[src/rtl/tf32_mul_pkg.sv]
// Shared constants and types for the reduced-precision multiplier.
// Assumes operands carry a 1/8/10 sign/exponent/mantissa layout in bits [18:0].
package tf32_mul_pkg;

    localparam int OP_MAN_W   = 10;
    localparam int OP_EXP_W   = 8;
    localparam int OP_SIG_W   = OP_MAN_W + 1;
    localparam int PROD_W     = 2 * OP_SIG_W;
    localparam int EXP_W      = 11;
    localparam int BIAS       = 127;
    localparam int SUB_BASE   = 1 - BIAS - OP_MAN_W;
    localparam int SIGN_POS   = OP_MAN_W + OP_EXP_W;
    localparam int OUT_FRAC_W = 23;

    localparam int FLAG_NV = 4;
    localparam int FLAG_DZ = 3;
    localparam int FLAG_OF = 2;
    localparam int FLAG_UF = 1;
    localparam int FLAG_NX = 0;

    localparam logic [31:0] QNAN_BITS = 32'h7FC0_0000;

    typedef enum logic [2:0] {
        RM_NEAR_EVEN = 3'd0,
        RM_TO_ZERO   = 3'd1,
        RM_DOWN      = 3'd2,
        RM_UP        = 3'd3,
        RM_NEAR_MAX  = 3'd4
    } rnd_mode_e;

    typedef enum logic [1:0] {
        CLS_ZERO,
        CLS_FINITE,
        CLS_INF,
        CLS_NAN
    } op_class_e;

    typedef struct packed {
        logic                sign;
        op_class_e           cls;
        logic [EXP_W-1:0]    exp;   // unbiased, two's complement
        logic [OP_SIG_W-1:0] sig;   // leading one at bit OP_SIG_W-1 when finite
    } op_fields_t;

    typedef struct packed {
        logic              sign;
        logic              nan;
        logic              inf;
        logic              zero;
        logic [EXP_W-1:0]  exp_sum;
        logic [PROD_W-1:0] prod;
        logic [2:0]        rm;
    } mul_stage_t;

endpackage

[src/rtl/tf32_unpack.sv]
// Operand decoder: splits a packed operand into sign, class, unbiased
// exponent and a significand whose leading one sits at the top bit.
// Subnormal inputs are normalised here so later stages see one form only.
module tf32_unpack
    import tf32_mul_pkg::*;
(
    input  logic [SIGN_POS:0] word,
    output op_fields_t        fields
);

    logic [OP_EXP_W-1:0] exp_field;
    logic [OP_MAN_W-1:0] man_field;
    int                  top_bit;

    assign exp_field = word[SIGN_POS-1:OP_MAN_W];
    assign man_field = word[OP_MAN_W-1:0];

    // Classify the operand and produce its normalised significand and exponent.
    always_comb begin
        fields      = '0;
        fields.sign = word[SIGN_POS];
        fields.cls  = CLS_FINITE;
        top_bit     = 0;
        if (exp_field == '1) begin
            fields.cls = (man_field == '0) ? CLS_INF : CLS_NAN;
        end else if (exp_field == '0) begin
            if (man_field == '0) begin
                fields.cls = CLS_ZERO;
            end else begin
                for (int i = 0; i < OP_MAN_W; i++) begin
                    if (man_field[i]) top_bit = i;
                end
                fields.sig = OP_SIG_W'({1'b0, man_field} << (OP_MAN_W - top_bit));
                fields.exp = EXP_W'(top_bit + SUB_BASE);
            end
        end else begin
            fields.sig = {1'b1, man_field};
            fields.exp = EXP_W'(int'(exp_field) - BIAS);
        end
    end

endmodule

[src/rtl/tf32_pipe.sv]
// Delay line of DEPTH registered stages with a valid bit per stage.
// The data registers load only when their stage receives a valid entry.
// Assumes DEPTH >= 1.
module tf32_pipe #(
    parameter int WIDTH = 8,
    parameter int DEPTH = 1
) (
    input  logic             clk,
    input  logic             rst_n,
    input  logic             in_valid,
    input  logic [WIDTH-1:0] in_data,
    output logic             out_valid,
    output logic [WIDTH-1:0] out_data
);

    logic [DEPTH-1:0] vld;
    logic [WIDTH-1:0] dat [DEPTH];

    // Advance valid bits every cycle; move data only behind a valid entry.
    always_ff @(posedge clk) begin
        if (!rst_n) begin
            vld <= '0;
            for (int s = 0; s < DEPTH; s++) dat[s] <= '0;
        end else begin
            vld[0] <= in_valid;
            if (in_valid) dat[0] <= in_data;
            for (int s = 1; s < DEPTH; s++) begin
                vld[s] <= vld[s-1];
                if (vld[s-1]) dat[s] <= dat[s-1];
            end
        end
    end

    assign out_valid = vld[DEPTH-1];
    assign out_data  = dat[DEPTH-1];

endmodule

[src/rtl/fp32_round_pack.sv]
// Normaliser, rounder and packer for the 22-bit significand product.
// Normal-range results are exact. Only the subnormal and overflow paths
// consult the rounding mode. Purely combinational.
module fp32_round_pack
    import tf32_mul_pkg::*;
(
    input  mul_stage_t  stage,
    output logic [31:0] res_bits,
    output logic [4:0]  res_flags
);

    localparam int W_BITS = 48;
    localparam int W_PAD  = W_BITS - PROD_W;
    localparam int RSH0   = W_PAD - 1;          // right shift for biased exponent 0

    logic [PROD_W-1:0]       n_sig;
    logic signed [EXP_W-1:0] e_out;
    logic [W_BITS-1:0]       wide;
    logic [OUT_FRAC_W:0]     shifted;
    logic [OUT_FRAC_W-1:0]   frac;
    logic                    guard, sticky, incr, to_inf;
    logic [OUT_FRAC_W:0]     mag;
    int                      rsh;

    // Bring the product to a leading one at its top bit and bias the exponent.
    always_comb begin
        n_sig = stage.prod[PROD_W-1] ? stage.prod : (stage.prod << 1);
        e_out = $signed(stage.exp_sum) + EXP_W'(BIAS) + EXP_W'(stage.prod[PROD_W-1]);
        wide  = {n_sig, W_PAD'(0)};
    end

    // Denormalising shift for tiny results: truncated fraction, guard and sticky.
    always_comb begin
        rsh     = RSH0 - int'(e_out);
        shifted = '0;
        frac    = '0;
        guard   = 1'b0;
        sticky  = 1'b0;
        if (rsh > W_BITS) begin
            sticky = 1'b1;
        end else if (rsh > 0) begin
            shifted = (OUT_FRAC_W+1)'(wide >> (rsh - 1));
            frac    = shifted[OUT_FRAC_W:1];
            guard   = shifted[0];
            sticky  = |(wide & ((W_BITS'(1) << (rsh - 1)) - W_BITS'(1)));
        end
    end

    // Rounding decisions for the tiny path (incr) and the overflow path (to_inf).
    always_comb begin
        case (rnd_mode_e'(stage.rm))
            RM_TO_ZERO:  begin incr = 1'b0;                            to_inf = 1'b0;        end
            RM_DOWN:     begin incr = stage.sign & (guard | sticky);   to_inf = stage.sign;  end
            RM_UP:       begin incr = ~stage.sign & (guard | sticky);  to_inf = ~stage.sign; end
            RM_NEAR_MAX: begin incr = guard;                           to_inf = 1'b1;        end
            default:     begin incr = guard & (sticky | frac[0]);      to_inf = 1'b1;        end
        endcase
        mag = {1'b0, frac} + (OUT_FRAC_W+1)'(incr);
    end

    // Select the packed result and flags by operand class and exponent range.
    always_comb begin
        res_flags = '0;
        if (stage.nan) begin
            res_bits          = QNAN_BITS;
            res_flags[FLAG_NV] = 1'b1;
        end else if (stage.inf) begin
            res_bits = {stage.sign, 8'hFF, 23'd0};
        end else if (stage.zero) begin
            res_bits = {stage.sign, 31'd0};
        end else if (e_out >= 255) begin
            res_bits           = {stage.sign, to_inf ? 31'h7F80_0000 : 31'h7F7F_FFFF};
            res_flags[FLAG_OF] = 1'b1;
            res_flags[FLAG_NX] = 1'b1;
        end else if (e_out >= 1) begin
            res_bits = {stage.sign, e_out[7:0], n_sig[PROD_W-2:0], 2'b00};
        end else begin
            res_bits           = {stage.sign, 7'd0, mag};
            res_flags[FLAG_UF] = guard | sticky;
            res_flags[FLAG_NX] = guard | sticky;
        end
    end

endmodule

[src/rtl/tf32_fp32_mul.sv]
// Pipelined multiplier: two reduced-precision operands in, one
// single-precision product and five flags out after MUL_STAGES+RND_STAGES cycles.
// Assumes both stage parameters are at least 1. Accepts one pair per cycle.
module tf32_fp32_mul
    import tf32_mul_pkg::*;
#(
    parameter int MUL_STAGES = 2,
    parameter int RND_STAGES = 1
) (
    input  logic        clk,
    input  logic        rst_n,
    input  logic        in_valid,
    input  logic [2:0]  rnd_mode,
    input  logic [31:0] op_a,
    input  logic [31:0] op_b,
    output logic        out_valid,
    output logic [31:0] result,
    output logic [4:0]  flags
);

    localparam int OUT_W = 32 + 5;

    logic [SIGN_POS:0] words [2];
    op_fields_t        opf   [2];
    mul_stage_t        mul_d, mul_q;
    logic              mul_vld;
    logic [31:0]       rp_bits;
    logic [4:0]        rp_flags;
    logic [OUT_W-1:0]  out_bus;
    logic              unused_hi_bits;

    assign words[0]       = op_a[SIGN_POS:0];
    assign words[1]       = op_b[SIGN_POS:0];
    assign unused_hi_bits = ^{op_a[31:SIGN_POS+1], op_b[31:SIGN_POS+1]};

    for (genvar gi = 0; gi < 2; gi++) begin : g_unpack
        tf32_unpack u_unpack (
            .word   (words[gi]),
            .fields (opf[gi])
        );
    end

    // Combine the two decoded operands: classify, multiply and sum exponents.
    always_comb begin
        mul_d         = '0;
        mul_d.sign    = opf[0].sign ^ opf[1].sign;
        mul_d.nan     = (opf[0].cls == CLS_NAN) || (opf[1].cls == CLS_NAN) ||
                        ((opf[0].cls == CLS_INF) && (opf[1].cls == CLS_ZERO)) ||
                        ((opf[0].cls == CLS_ZERO) && (opf[1].cls == CLS_INF));
        mul_d.inf     = !mul_d.nan && ((opf[0].cls == CLS_INF) || (opf[1].cls == CLS_INF));
        mul_d.zero    = !mul_d.nan && ((opf[0].cls == CLS_ZERO) || (opf[1].cls == CLS_ZERO));
        mul_d.exp_sum = opf[0].exp + opf[1].exp;
        mul_d.prod    = opf[0].sig * opf[1].sig;
        mul_d.rm      = rnd_mode;
    end

    tf32_pipe #(
        .WIDTH ($bits(mul_stage_t)),
        .DEPTH (MUL_STAGES)
    ) u_mul_pipe (
        .clk       (clk),
        .rst_n     (rst_n),
        .in_valid  (in_valid),
        .in_data   (mul_d),
        .out_valid (mul_vld),
        .out_data  (mul_q)
    );

    fp32_round_pack u_round (
        .stage     (mul_q),
        .res_bits  (rp_bits),
        .res_flags (rp_flags)
    );

    tf32_pipe #(
        .WIDTH (OUT_W),
        .DEPTH (RND_STAGES)
    ) u_rnd_pipe (
        .clk       (clk),
        .rst_n     (rst_n),
        .in_valid  (mul_vld),
        .in_data   ({rp_bits, rp_flags}),
        .out_valid (out_valid),
        .out_data  (out_bus)
    );

    assign {result, flags} = out_bus;

endmodule

[config.mk]
export PLATFORM = sky130hd
export DESIGN_NAME = tf32_fp32_mul
export DESIGN_NICKNAME = d
export VERILOG_FILES = /design/src/rtl/tf32_mul_pkg.sv /design/src/rtl/tf32_unpack.sv /design/src/rtl/tf32_pipe.sv /design/src/rtl/fp32_round_pack.sv /design/src/rtl/tf32_fp32_mul.sv
export SDC_FILE = /design/constraint.sdc
export NUM_CORES = 1
export LEC_CHECK = 0
export BUFFER_PORTS_ARGS = -buffer_cell sky130_fd_sc_hd__buf_2
export CORE_MARGIN = 5
export CORE_UTILIZATION = 27
export CTS_CLUSTER_SIZE = 28
export DETAILED_ROUTE_END_ITERATION = 6
export HOLD_SLACK_MARGIN = 0.12
export PLACE_DENSITY_LB_ADDON = 0.12
export SLEW_MARGIN = 20
export SYNTH_ARGS = -nofsm -noshare
export SYNTH_HDL_FRONTEND = slang
export SYNTH_SLANG_ARGS = --single-unit
[constraint.sdc]
create_clock -name clk -period 7.5 [get_ports clk]
set_input_delay 0.375 -clock clk [delete_from_list [all_inputs] [get_ports clk]]
set_output_delay 0.375 -clock clk [all_outputs]
set_load 0.01 [all_outputs]
== Yosys cells after proc, flatten, opt, wreduce, memory -nomap -nowiden ==
Memories as Yosys holds them, arrays and structs flattened.
Index checks and enable logic that the tools add are counted.

* Bitwise gates (word level): 10
* Add/subtract/negate cells: 13
* Reductions and logical operators: 18
* Mux-type cells: 75
* Multiply operators: 1
* Equality and inequality tests: 10
* Shifts and indexed selects: 4
* Magnitude comparators: 4

{| class="wikitable"
|+ Operators with widths
! kind !! count
|-
| 2-to-1 mux 32 bit || 7
|-
| 2-to-1 mux 22 bit || 7
|-
| 2-to-1 mux 31 bit || 4
|-
| 2-to-1 mux 40 bit || 2
|-
| << shifter 10 x 32 -> 11 bit || 2
|-
| subtractor 5 x 32 -> 32 bit, first input constant || 2
|-
| bitwise AND 48 bit || 1
|-
| OR reduction 48 bit || 1
|-
| << shifter 1 x 32 -> 48 bit, first input constant || 1
|-
| >> shifter 48 x 32 -> 24 bit || 1
|-
| subtractor 48 x 1 -> 48 bit, second input constant || 1
|-
| 2-to-1 mux 23 bit || 2
|-
| 2-to-1 mux 36 bit || 1
|-
| OR reduction 36 bit || 1
|-
| 2-to-1 mux 3 bit || 11
|-
| > comparator 32 x 1 -> 1 bit, second input constant || 1
|-
| > comparator 32 x 7 -> 1 bit, second input constant || 1
|-
| subtractor 32 x 2 -> 32 bit, second input constant || 1
|-
| 2-to-1 mux 1 bit || 25
|-
| adder 23 x 1 -> 24 bit || 1
|-
| 2-to-1 mux 24 bit || 1
|-
| adder 11 x 9 -> 11 bit, second input constant || 2
|-
| multiplier 11 x 11 -> 22 bit || 1
|-
| zero test 10 bit || 2
|-
| other kinds (25) || 56
|}

* Memory bits (writable): 116
* Register bits after elaboration: 3
* Word-level logic and storage cells: 139
* Memories: 2
* Input port bits: 70

{| class="wikitable"
|+ Memories
! memory !! depth !! bits a word !! rd ports !! clocked after Yosys merged registers in !! write ports !! RTL line !! RTL
|-
| u_mul_pipe.dat || 2 || 40 || 2 || 0 || 2 || tf32_pipe.sv:17 || <nowiki>logic [WIDTH-1:0] dat [DEPTH];</nowiki>
|-
| u_rnd_pipe.dat || 1 || 36 || 1 || 0 || 1 || tf32_pipe.sv:17 ||
|}

== Longest topological paths before layout ==
An unclocked memory read counts as a cell.

* Depth in word-level cells: 21
* Mapped depth: 42

== Hierarchy ==
A second synthesis with hierarchy kept.

* Cells, all modules: 2024
* Area, all modules: 17397.9 um2

{| class="wikitable"
|+ By module, submodules not included
! module !! times used !! cells an instance !! area each (um2) !! seq. area each (um2)
|-
| fp32_round_pack || 1 || 758 || 5397.7 || 0.0
|-
| tf32_fp32_mul || 1 || 552 || 4568.1 || 0.0
|-
| tf32_pipe (u_mul_pipe) || 1 || 233 || 3744.8 || 2442.3
|-
| tf32_unpack || 2 || 198 || 1128.6 || 0.0
|-
| tf32_pipe (u_rnd_pipe) || 1 || 85 || 1430.1 || 1131.1
|}

== Least setup slack after synthesis ==
Ideal clock, no wire load.

* Path kind: input port to flip-flop
* Start: input port op_a[2]
* End: memory u_mul_pipe.dat[0][24] in the netlist's numbering, data pin
* Setup slack: -0.833 ns
* Arrival time: 8.068 ns
* Buffers on the path: 3
* Stages on the path: 31
* Data required time: 7.234 ns
* Cell sequence: inv_1 > a21oi_1 > o21bai_1 > a21o_1 > a21oi_1 > clkbuf_1 > inv_1 > ha_1 > clkbuf_1 > clkbuf_1 > mux2i_1 > mux2i_1 > or3_1 > a21oi_1 > nand2_1 > fa_1 > fa_1 > fa_1 > fa_1 > inv_1 > fa_1 > ha_1 > a21boi_0 > o21a_1 > o21ai_0 > a21oi_1 > o41ai_1 > a21oi_1 > o41ai_1 > xnor2_1 > nor2_1

{| class="wikitable"
|+ RTL lines
! what !! RTL line !! RTL
|-
| start, declared || tf32_fp32_mul.sv:14 || <nowiki>input logic [31:0] op_a,</nowiki>
|-
| end, declared || tf32_pipe.sv:17 ||
|}

==> qor.csv <==
metric,value,unit
status,"complete, no violations",
CTS Buf Count,17,
PwrDens,285,nW/um^2
core area,54900,sq um
largest family of logic cells by synthesized area,simple AND/OR/NAND/NOR gates,
CTS tree,yes,
row count,86,
ys async rst share,0,%
mux contribution to synthesized area,7.71,%
Synth Area in XOR/XNOR,4.86,%
"Cell Area, Synth",14900,sq um
"commonest cells after routing, fill and taps aside","224 x buf_4, 191 x nand2_1, 189 x nor2_1, 121 x inv_1, 116 x edfxtp_1",
Post-synth EDFFs,116,
Worst-path clk slew,0.06,ns
vias in the first global route,14000,
Post-Synth Simple-Gate Area,24.7,%
GPL Wtd Cong,0.896,
"most common cell after layout, fill and taps aside",buf_4,
Yosys warning count,0,
Min Hold Slack,0.250,ns
slew at the pin with the worst max-slew slack,1.09,ns
Tmin final,7.10,ns
Critical Path Fanout Max,4,
critical path startpoint category,input port,
Nets,2243,
post-synthesis cell type count,97,
Sink Count,119,
hold buffers post-CTS,0,
Finish-stage setup viols,0,
prevailing post-synth register cell,edfxtp_1,
PortBufs,80,
Critical Path Max Stage Delay,0.57,ns
sequential power share,17.2,%
Tcrit/Tclk final,94.7,%
Clk Tree Root Cell,clkbuf_16,
CP max-delay cell,fa_1,
combinational power share,66.1,%
RSZ-0062 raised after global routing,true,
crit end category,register,
largest net degree at the start of global routing,71,
vias per cell,5.02,
Die Wd,245,um
Max Fclk,141,MHz
ANT cells,0,
Pint,2.95,mW
Mapped Cells,1762,
post-synthesis adder-cell area fraction,18.6,%
final HPWL from detailed placement,41200,um
total power,5.26,mW
hold crit path type,in -> reg,
wire length of the first global-routing pass,79600,um
switching part of the total,43.8,%
maximum clock path buffer count,2,
sequential share of the synthesized area,23.8,%
Clock Latency Late Sink,0.44,ns
P_sw,2.30,mW
P&R area growth vs syn,24.0,%
DR WL/cell,18.4,um
chip height,245,um
Compound-Gate Fraction of Synth Area,14.8,%
clock power share,16.8,%
Max-cap violations,0,
Peak supply drop,0.000193,V
Reg2Reg Setup Slack,0.46,ns
Initial Util,27.1,%
H-tree Lvls,4,
"Hold Violations, Final",0,
final WL,50000,um
GRT overflow,0,
Synth Area per Inst,8.45,sq um
gr usage total,16.7,%
Max Slew Vio Count,0,
"FF+latch count, synth",119,
crit path DAT,7.28,ns
layout cells sized above 1,22.9,%
IO Count,108,
crit path kind,in -> reg,
Synth Net Count,2005,
DR pass1 iterations,5,
Post-DRT Antenna Nets,0,
Worst EP required,7.67,ns
Layout fillers,5857,
# DRC,0,
clock skew,0.00745,ns
initial antenna violation count,1,
number of DRC markers in iteration 0,807,
Rel. slew slack,25.1,%
DIE AREA,59900,sq um
Vias,13600,
LEAKAGE,7.93,nW
[cell usage after synthesis (19+ instances only)]
master    instances  area, sq um
nor2_1          199          747
xnor2_1          46          403
nand4_1          20          125
inv_1           122          458
nor2b_1          61          382
nand3_1          34          170
fa_1             81         1620
edfxtp_1        116         3480
mux2_2           19          214
ha_1             92         1150
nand2_1         191          717
nor3_1           66          330
a211oi_1         22          165
mux2i_1          82          821
nor4_1           20          125
a21oi_1         106          531
nand2b_1         27          169
clkbuf_1         73          274
o21ai_0          78          390
[layout make-up]
type	instances	area [sq um]	area share [%]
timing repair buffer	305	2100	11.4
tap	704	881	4.77
sequential	119	3540	19.2
clock inverter	14	199	1.08
inverter	124	465	2.52
clock buffer	18	429	2.32
multi-input combinational	1433	10800	58.7
[registers in the layout, indices dropped and copies added (netlist names)]
signal / flops
u_mul_pipe.dat: 80
u_rnd_pipe.dat: 36
u_mul_pipe.vld: 2
u_rnd_pipe.out_valid: 1
[metrics by stage]
stage          area, sq um  instances  setup TNS, ns  utilization (%)  worst slack (ns)
6_report             18500       2717              0             33.6             0.395
5_1_grt              18500       2717       -0.00772             33.6          -0.00772
4_1_cts              18200       2711              0             33.2            0.0742
3_5_place_dp         17600       2679         -0.896             32.0            -0.299
3_3_place_gp         17600       2679         -0.631             32.0            -0.226
2_1_floorplan        15000       1762              0                -            0.0274
[power by group through the flow]
| stage | clock network [mW] | registers (mW) | logic, mW |
|---|---|---|---|
| final | 0.881 | 0.902 | 3.47 |
| after global placement | 0 | 0.916 | 3.31 |
| after floorplan | 0 | 0.904 | 2.17 |
| after CTS | 0.912 | 0.904 | 3.33 |
| after global routing | 0.935 | 0.914 | 3.88 |
| after detailed placement | 0 | 0.918 | 3.30 |
[critical path: cells and delay by family]
family,cells,cell delay (ns)
adders and majority gates,7,2.99
AOI/OAI and AO/OA,14,2.39
buffers and inverters,8,0.68
and+or+nand+nor,4,0.66
xor gates and xnor gates,1,0.16
[worst paths after layout]
check	start	end	cells past startpoint
setup / recovery	op_a[2]	u_mul_pipe.dat[0][24]$_SDFFCE_PN0P_	34
hold reg to reg	u_mul_pipe.dat[0][16]$_SDFFCE_PN0P_	u_mul_pipe.dat[0][56]$_SDFFCE_PN0P_	1
hold / removal	rnd_mode[1]	u_mul_pipe.dat[0][1]$_SDFFCE_PN0P_	2
setup reg to reg	u_mul_pipe.dat[0][64]$_SDFFCE_PN0P_	u_rnd_pipe.dat[0][21]$_SDFFCE_PP0P_	29
[repair_timing]
action	CTS	global route
setup buffers	0	6
setup endpoints to repair	0	28
resized for setup	0	54
[cell families after synthesis]
family | after synthesis
DFF | 119
muxes | 106
AOI/OAI and AO/OA | 349
and+or+nand+nor | 732
buffers and inverters | 210
other | 1
xor gates and xnor gates | 72
adders and majority gates | 173
[routing by layer]
metal,vias up,global-route usage (%),wire length [um]
li1,6721,-,-
met1,6591,21.5,22400
met2,267,29.4,24700
met3,65,1.91,1560
met4,0,5.07,1280
met5,-,0,0
(Power assumes the default switching activity.)
